--- config.mk ---
export PLATFORM = sky130hd
export DESIGN_NAME = bus_slave_csr
export DESIGN_NICKNAME = d
export VERILOG_FILES = /design/src/rtl/bus_slave_csr_pkg.sv /design/src/rtl/csr_field_reg.sv /design/src/rtl/csr_wcount.sv /design/src/rtl/csr_bcast.sv /design/src/rtl/bus_slave_csr.sv
export SDC_FILE = /design/constraint.sdc
export NUM_CORES = 1
export LEC_CHECK = 0
export ABC_AREA = 1
export BUFFER_PORTS_ARGS = -buffer_cell sky130_fd_sc_hd__buf_2
export CORE_ASPECT_RATIO = 2
export CORE_MARGIN = 5
export CORE_UTILIZATION = 50
export CTS_BUF_LIST = sky130_fd_sc_hd__clkbuf_16
export CTS_CLUSTER_DIAMETER = 60
export DETAILED_ROUTE_END_ITERATION = 10
export GPL_ROUTABILITY_DRIVEN = 0
export MAX_ROUTING_LAYER = met4
export PLACE_DENSITY = 0.79
export SLEW_MARGIN = 20
export SYNTH_ARGS = -nofsm -noshare
export SYNTH_HDL_FRONTEND = slang
export SYNTH_HIERARCHICAL = 1
export SYNTH_SLANG_ARGS = --single-unit
export TNS_END_PERCENT = 30
--- constraint.sdc ---
create_clock -name clk -period 2.65 [get_ports clk]
set_input_delay 0.1325 -clock clk [delete_from_list [all_inputs] [get_ports clk]]
set_output_delay 0.1325 -clock clk [all_outputs]
set_load 0.005 [all_outputs]
--- src/rtl/bus_slave_csr_pkg.sv ---
package bus_slave_csr_pkg;
   localparam int SEL_W = 2;
   typedef enum logic [SEL_W-1:0] {
      SEL_CTRL  = 2'd0,
      SEL_ADDR  = 2'd1,
      SEL_COUNT = 2'd2,
      SEL_MASK  = 2'd3
   } csr_sel_e;
endpackage

--- src/rtl/csr_field_reg.sv ---
// Generic register field with a per-bit write mask.
// CLR_ON_MRST picks whether the master-reset strobe restores RST_VAL.
module csr_field_reg #(
   parameter int          W           = 32,
   parameter logic [W-1:0] RST_VAL    = '0,
   parameter logic [W-1:0] WMASK      = '1,
   parameter bit          CLR_ON_MRST = 1'b1
) (
   input  logic         clk,
   input  logic         rst_n,
   input  logic         mrst_i,
   input  logic         wr_i,
   input  logic [W-1:0] wdata_i,
   output logic [W-1:0] q_o
);
   logic [W-1:0] nxt;

   always_comb begin
      nxt = q_o;
      if (wr_i) nxt = (wdata_i & WMASK) | (q_o & ~WMASK);
   end

   generate
      if (CLR_ON_MRST) begin : g_mrst
         always_ff @(posedge clk or negedge rst_n) begin
            if (!rst_n)      q_o <= RST_VAL;
            else if (mrst_i) q_o <= RST_VAL;
            else             q_o <= nxt;
         end
      end else begin : g_keep
         always_ff @(posedge clk or negedge rst_n) begin
            if (!rst_n) q_o <= RST_VAL;
            else        q_o <= nxt;
         end
      end
   endgenerate
endmodule

--- src/rtl/csr_wcount.sv ---
// Block-transfer word counter: clear > load > write > saturating decrement.
module csr_wcount #(
   parameter int CNT_W = 7
) (
   input  logic             clk,
   input  logic             rst_n,
   input  logic             mrst_i,
   input  logic             load_i,
   input  logic [CNT_W-1:0] load_val_i,
   input  logic             wr_i,
   input  logic [CNT_W-1:0] wr_val_i,
   input  logic             dec_i,
   output logic [CNT_W-1:0] cnt_o,
   output logic             zero_o
);
   logic [CNT_W-1:0] cnt_q;
   logic             at_zero;

   assign at_zero = (cnt_q == '0);

   always_ff @(posedge clk or negedge rst_n) begin
      if (!rst_n)                 cnt_q <= '0;
      else if (mrst_i)            cnt_q <= '0;
      else if (load_i)            cnt_q <= load_val_i;
      else if (wr_i)              cnt_q <= wr_val_i;
      else if (dec_i && !at_zero) cnt_q <= cnt_q - CNT_W'(1);
   end

   assign cnt_o  = cnt_q;
   assign zero_o = at_zero;
endmodule

--- src/rtl/csr_bcast.sv ---
// Broadcast class mask and selection. Classes at or above MASK_W never match.
module csr_bcast #(
   parameter int MASK_W  = 4,
   parameter int CLASS_W = 3,
   parameter bit SEL_REG = 1'b1
) (
   input  logic               clk,
   input  logic               rst_n,
   input  logic               wr_i,
   input  logic [MASK_W-1:0]  wdata_i,
   input  logic               req_i,
   input  logic [CLASS_W-1:0] class_i,
   output logic [MASK_W-1:0]  mask_o,
   output logic               sel_o
);
   localparam int IDX_W = (MASK_W > 1) ? $clog2(MASK_W) : 1;

   logic [MASK_W-1:0] mask_q;
   logic              in_range;
   logic              hit;

   always_ff @(posedge clk or negedge rst_n) begin
      if (!rst_n)    mask_q <= '0;
      else if (wr_i) mask_q <= wdata_i;
   end

   assign in_range = ({1'b0, class_i} < (CLASS_W+1)'(MASK_W));
   assign hit      = req_i && in_range && mask_q[class_i[IDX_W-1:0]];
   assign mask_o   = mask_q;

   generate
      if (SEL_REG) begin : g_reg
         always_ff @(posedge clk or negedge rst_n) begin
            if (!rst_n) sel_o <= 1'b0;
            else        sel_o <= hit;
         end
      end else begin : g_comb
         assign sel_o = hit;
      end
   endgenerate
endmodule

--- src/rtl/bus_slave_csr.sv ---
module bus_slave_csr
   import bus_slave_csr_pkg::*;
#(
   parameter int          DATA_W   = 32,
   parameter int          ADDR_W   = 16,
   parameter int          CNT_W    = 7,
   parameter int          MASK_W   = 4,
   parameter int          CLASS_W  = 3,
   parameter logic [31:0] CTRL_RST = 32'h0000_0040,
   parameter bit          SEL_REG  = 1'b1
) (
   input  logic               clk,
   input  logic               rst_n,
   input  logic               mrst_i,
   input  logic               wr_en_i,
   input  logic [SEL_W-1:0]   reg_sel_i,
   input  logic [DATA_W-1:0]  wr_data_i,
   output logic [DATA_W-1:0]  rd_data_o,
   input  logic               xfer_dec_i,
   input  logic               evt_load_i,
   input  logic [CNT_W-1:0]   evt_count_i,
   input  logic               bcast_req_i,
   input  logic [CLASS_W-1:0] bcast_class_i,
   output logic [CNT_W-1:0]   word_count_o,
   output logic               count_zero_o,
   output logic               bcast_sel_o
);
   localparam logic [DATA_W-1:0] ADDR_WMASK = {{ADDR_W{1'b1}}, {(DATA_W-ADDR_W){1'b0}}};

   generate
      if (ADDR_W < 1 || ADDR_W > DATA_W) begin : g_bad_addr
         $error("ADDR_W must lie in 1..DATA_W");
      end
      if (CNT_W < 1 || CNT_W >= DATA_W) begin : g_bad_cnt
         $error("CNT_W must lie in 1..DATA_W-1");
      end
      if (MASK_W < 1 || MASK_W > (1 << CLASS_W) || MASK_W >= DATA_W) begin : g_bad_mask
         $error("MASK_W must fit the class field and the data word");
      end
      if (DATA_W != 32) begin : g_bad_data
         $error("DATA_W must be 32 to match CTRL_RST");
      end
   endgenerate

   logic              wr_ctrl, wr_addr, wr_cnt, wr_mask;
   logic [DATA_W-1:0] ctrl_q, addr_q;
   logic [MASK_W-1:0] mask_q;

   assign wr_ctrl = wr_en_i && (reg_sel_i == SEL_CTRL);
   assign wr_addr = wr_en_i && (reg_sel_i == SEL_ADDR);
   assign wr_cnt  = wr_en_i && (reg_sel_i == SEL_COUNT);
   assign wr_mask = wr_en_i && (reg_sel_i == SEL_MASK);

   csr_field_reg #(
      .W(DATA_W), .RST_VAL(CTRL_RST), .WMASK('1), .CLR_ON_MRST(1'b1)
   ) u_ctrl (
      .clk(clk), .rst_n(rst_n), .mrst_i(mrst_i),
      .wr_i(wr_ctrl), .wdata_i(wr_data_i), .q_o(ctrl_q)
   );

   csr_field_reg #(
      .W(DATA_W), .RST_VAL('0), .WMASK(ADDR_WMASK), .CLR_ON_MRST(1'b0)
   ) u_addr (
      .clk(clk), .rst_n(rst_n), .mrst_i(mrst_i),
      .wr_i(wr_addr), .wdata_i(wr_data_i), .q_o(addr_q)
   );

   csr_wcount #(.CNT_W(CNT_W)) u_cnt (
      .clk(clk), .rst_n(rst_n), .mrst_i(mrst_i),
      .load_i(evt_load_i), .load_val_i(evt_count_i),
      .wr_i(wr_cnt), .wr_val_i(wr_data_i[CNT_W-1:0]),
      .dec_i(xfer_dec_i), .cnt_o(word_count_o), .zero_o(count_zero_o)
   );

   csr_bcast #(.MASK_W(MASK_W), .CLASS_W(CLASS_W), .SEL_REG(SEL_REG)) u_bcast (
      .clk(clk), .rst_n(rst_n),
      .wr_i(wr_mask), .wdata_i(wr_data_i[MASK_W-1:0]),
      .req_i(bcast_req_i), .class_i(bcast_class_i),
      .mask_o(mask_q), .sel_o(bcast_sel_o)
   );

   always_comb begin
      unique case (reg_sel_i)
         SEL_CTRL:  rd_data_o = ctrl_q;
         SEL_ADDR:  rd_data_o = addr_q;
         SEL_COUNT: rd_data_o = {{(DATA_W-CNT_W){1'b0}}, word_count_o};
         SEL_MASK:  rd_data_o = {{(DATA_W-MASK_W){1'b0}}, mask_q};
         default:   rd_data_o = '0;
      endcase
   end
endmodule

==> impl_metrics.tcl <==
set metrics [dict create \
    coreArea_sq_um 6670 \
    postSynth.asyncResetShare_pct 100 \
    clockRootBuffer "sky130_fd_sc_hd__clkbuf_16" \
    timing_worst_slew_pin_value_ns 0.900 \
    routedWlPerCell_um 13.7 \
    global_route.usage.met3_pct 3.16 \
    synth_edf_count 0 \
    die-area_sq_um 8740 \
    drt_drc_violations_left 0 \
    met2_global_route_usage_pct 39.0 \
    first_pass_grt_wire_length_um 14400 \
    dieWidth_um 68.7 \
    final_min_period_over_clock_period_pct 65.4 \
    min_period_ns 1.73 \
    yosys_synthesis_warning_count 6 \
    num_rows 42 \
    mappedNetlistArea_sq_um 3440 \
    final.setup.worst_slack_ns 0.917 \
    gr-total-overflow 0 \
    cts_buffers 9 \
    clock_tree.buffer_depth 2 \
    synth_top_cell_by_area "sky130_fd_sc_hd__dfrtp_1" \
    cts_setup_buffers 0 \
    numPortBuffers 91 \
    layout-area-overhead-vs-synth_pct 19.6 \
    detailroute.via_count 3270 \
    postSynth.topFlopCell "sky130_fd_sc_hd__dfrtp_1" \
    synth-seq-cells 60 \
    floorplan.die.height_um 127 \
    crit_path_cell_trace "inv_1 > ha_1 > nand2_2 > nor2_2 > nand2_2 > inv_1 > buf_2" \
    number_of_diodes_added_for_antenna_fixing 0 \
    rsz_0062_raised_after_global_routing "false" \
    max-slew-margin-rel_pct 39.9 \
    power-per-cell-area_nw_per_um2 621 \
    slew_violations 0 \
    max_freq_mhz 577 \
    worst_hold_path_type "input port to register" \
    area_of_all_placed_cells_without_fillers_sq_um 4120 \
    synth_commonest_cells "sky130_fd_sc_hd__nand2_1 (210), sky130_fd_sc_hd__nand3_1 (62), sky130_fd_sc_hd__dfrtp_1 (59), sky130_fd_sc_hd__buf_4 (19), sky130_fd_sc_hd__nand2_2 (18)" \
    drt_wl_total_um 8910 \
    grt_max_degree 33 \
    starting_density_of_the_core_pct 51.6 \
    crit_path_top_delay_cell "sky130_fd_sc_hd__dfrtp_1" \
    clkSlewWorstSetupHoldPaths_ns 0.05 \
    synth.yosys.seq_area_share_pct 43.7 \
    hpwlAfterDp_um 6410 \
    timing_worst_setup_path_type "register to primary output" \
    track_usage_pct 22.5 \
    clock_sink_count 60 \
    final_hold_viol_count 0 \
    cellLeakagePower_nw 2.40 \
    post_drt_via_cell_ratio 5.05 \
    critical_path_arrival_ns 1.60 \
    clock_tree_from_tritoncts "yes" \
    run_status "complete, no violations" \
    first_global_vias 3119 \
    area_of_combinational_cells_with_multiple_inputs_sq_um 1630 \
    grt_most_used_layer "met2" \
    synth_cells 469 \
    placedInstanceArea_sq_um 3830 \
    final_nets 607 \
    ios 92 \
    p_total_mw 2.55 \
    worst_skew_pair_latency_ns 0.32 \
    drtIter0Drc 259 \
    main_area_contributors_after_synthesis "sky130_fd_sc_hd__dfrtp_1 (43%), sky130_fd_sc_hd__nand2_1 (23%), sky130_fd_sc_hd__nand3_1 (9.0%)" \
    antenna_found_initial 0 \
    critical_path.endpoint_type "primary output" \
    detail-route-antenna-nets 0 \
    post_cts_resize_count 0 \
    timing.hold.worst_path_depth 3 \
    pre_cts_worst_setup_slack_ns 1.02 \
    cp_max_stage_delay_ns 0.40 \
    drt-pass1-iter-count 5 \
    fillerInstances 654 \
    cp-start-kind "register" \
    h-tree-depth 3 \
    yosysTopAreaCellShare_pct 42.9 \
    cts-hold-fix-buffers 1 \
    seq_cell_area_sq_um 1500 \
    cp_data_required_time_ns 2.52 \
    setup-violations-final 0 \
    path_max_fanout 6 \
    drv_cap 0 \
    tns_ns 0 \
    post_route_cells_drive_above_1_share_pct 25.9 \
    post-synth-top-count-cell "sky130_fd_sc_hd__nand2_1" \
    rr_worst_depth 9 \
    synth.distinct_cells 27 \
    timing.clock.skew_ns 0.00273 \
    syn-mean-instance-area_sq_um 7.34 \
    gr-usage-met1_pct 24.3 \
    ir_drop_uv 517 \
]
[layout make-up]
cell class,count,share of cell area [%]
Timing Repair Buffer,98,12.4
Inverter,20,1.98
Clock inverter,7,1.28
Multi-Input combinational cell,366,39.7
Clock buffer,9,5.47
Sequential cell,60,36.5
Tap cell,88,2.68
[cell families (layout without fill, tap and decap cells)]
group                      after synthesis  in the layout  share of synthesized area [%]
and+or+nand+nor                        323            323                           40.5
muxes                                    3              3                          0.981
buffers and inverters                   58            134                           10.9
AOI/OAI and AO/OA                       23             23                           3.45
DFF                                     60             60                           43.7
adders and majority gates                1              1                          0.363
other                                    1             16                          0.109
[report_power, final]
part	internal, mW	switching (mW)
clock	0.705	0.366
combinational	0.163	0.259
sequential	1.00	0.0630
total	1.87	0.687
[worst max-delay path: cells and delay by family (launching register included)]
family	cells	cell delay, ns
flip-flops	1	0.40
buffers and inverters	3	0.33
AND/OR/NAND/NOR	3	0.28
adder cells (fa/ha/maj)	1	0.28
[layer usage]
layer  up-vias  wire length [um]
li1       1628                 -
met3        17               474
met4         0               209
met1      1495              3200
met2       130              5030
met5         -                 0
[state kept, by name, summed over array words and instances, names as in the netlist]
name            flops
u_addr/q_o         16
u_cnt/cnt_o         7
u_bcast/mask_o      4
u_ctrl/q_o         32
u_bcast/sel_o       1
[per-stage QoR]
step	hold WS, ns	instances	utilization [%]
finish	0.0402	648	61.7
global route	0.0264	648	61.7
CTS	0.0233	648	61.7
detailed placement	0.195	631	57.3
global placement	0.205	631	57.3
floorplan	-0.163	484	-
[cells in the final DEF, fill, tap and decap left out]
| cell type | instances |
|---|---|
| sky130_fd_sc_hd__conb_1 | 16 |
| sky130_fd_sc_hd__nor3_1 | 2 |
| sky130_fd_sc_hd__buf_2 | 91 |
| sky130_fd_sc_hd__inv_2 | 4 |
| sky130_fd_sc_hd__nand2_1 | 210 |
| sky130_fd_sc_hd__o21ai_2 | 1 |
| sky130_fd_sc_hd__ha_1 | 1 |
| sky130_fd_sc_hd__buf_4 | 6 |
| sky130_fd_sc_hd__nand2_4 | 2 |
| sky130_fd_sc_hd__nand3_1 | 62 |
| sky130_fd_sc_hd__inv_6 | 1 |
| sky130_fd_sc_hd__clkinv_1 | 3 |
| sky130_fd_sc_hd__clkinv_2 | 1 |
| sky130_fd_sc_hd__nand4_1 | 6 |
| sky130_fd_sc_hd__nor2_4 | 3 |
| sky130_fd_sc_hd__inv_1 | 17 |
| sky130_fd_sc_hd__nor3_2 | 2 |
| sky130_fd_sc_hd__nor2_1 | 16 |
| sky130_fd_sc_hd__mux2_2 | 3 |
| sky130_fd_sc_hd__a21oi_1 | 11 |
| sky130_fd_sc_hd__nor2_2 | 2 |
| sky130_fd_sc_hd__dfstp_2 | 1 |
| sky130_fd_sc_hd__bufinv_16 | 1 |
| sky130_fd_sc_hd__o21ai_0 | 9 |
| sky130_fd_sc_hd__dlygate4sd3_1 | 1 |
| sky130_fd_sc_hd__dfrtp_1 | 59 |
| sky130_fd_sc_hd__o21ai_1 | 2 |
| sky130_fd_sc_hd__nand2_2 | 18 |
| sky130_fd_sc_hd__clkbuf_16 | 9 |
[path summary, 6_finish.rpt]
check                                    start              to  slack [ns]
worst max-delay path            u_cnt/cnt_o[0]    count_zero_o        0.92
worst min-delay path             wr_data_i[31]  u_addr/q_o[31]        0.04
worst max register to register  u_cnt/cnt_o[0]  u_cnt/cnt_o[1]        1.10
worst min register to register  u_ctrl/q_o[20]  u_ctrl/q_o[20]        0.47
max in group asynchronous                rst_n  u_ctrl/q_o[10]        1.58
min in group asynchronous                rst_n  u_cnt/cnt_o[5]        0.39
Note: power is estimated with default switching activity, not from simulation.
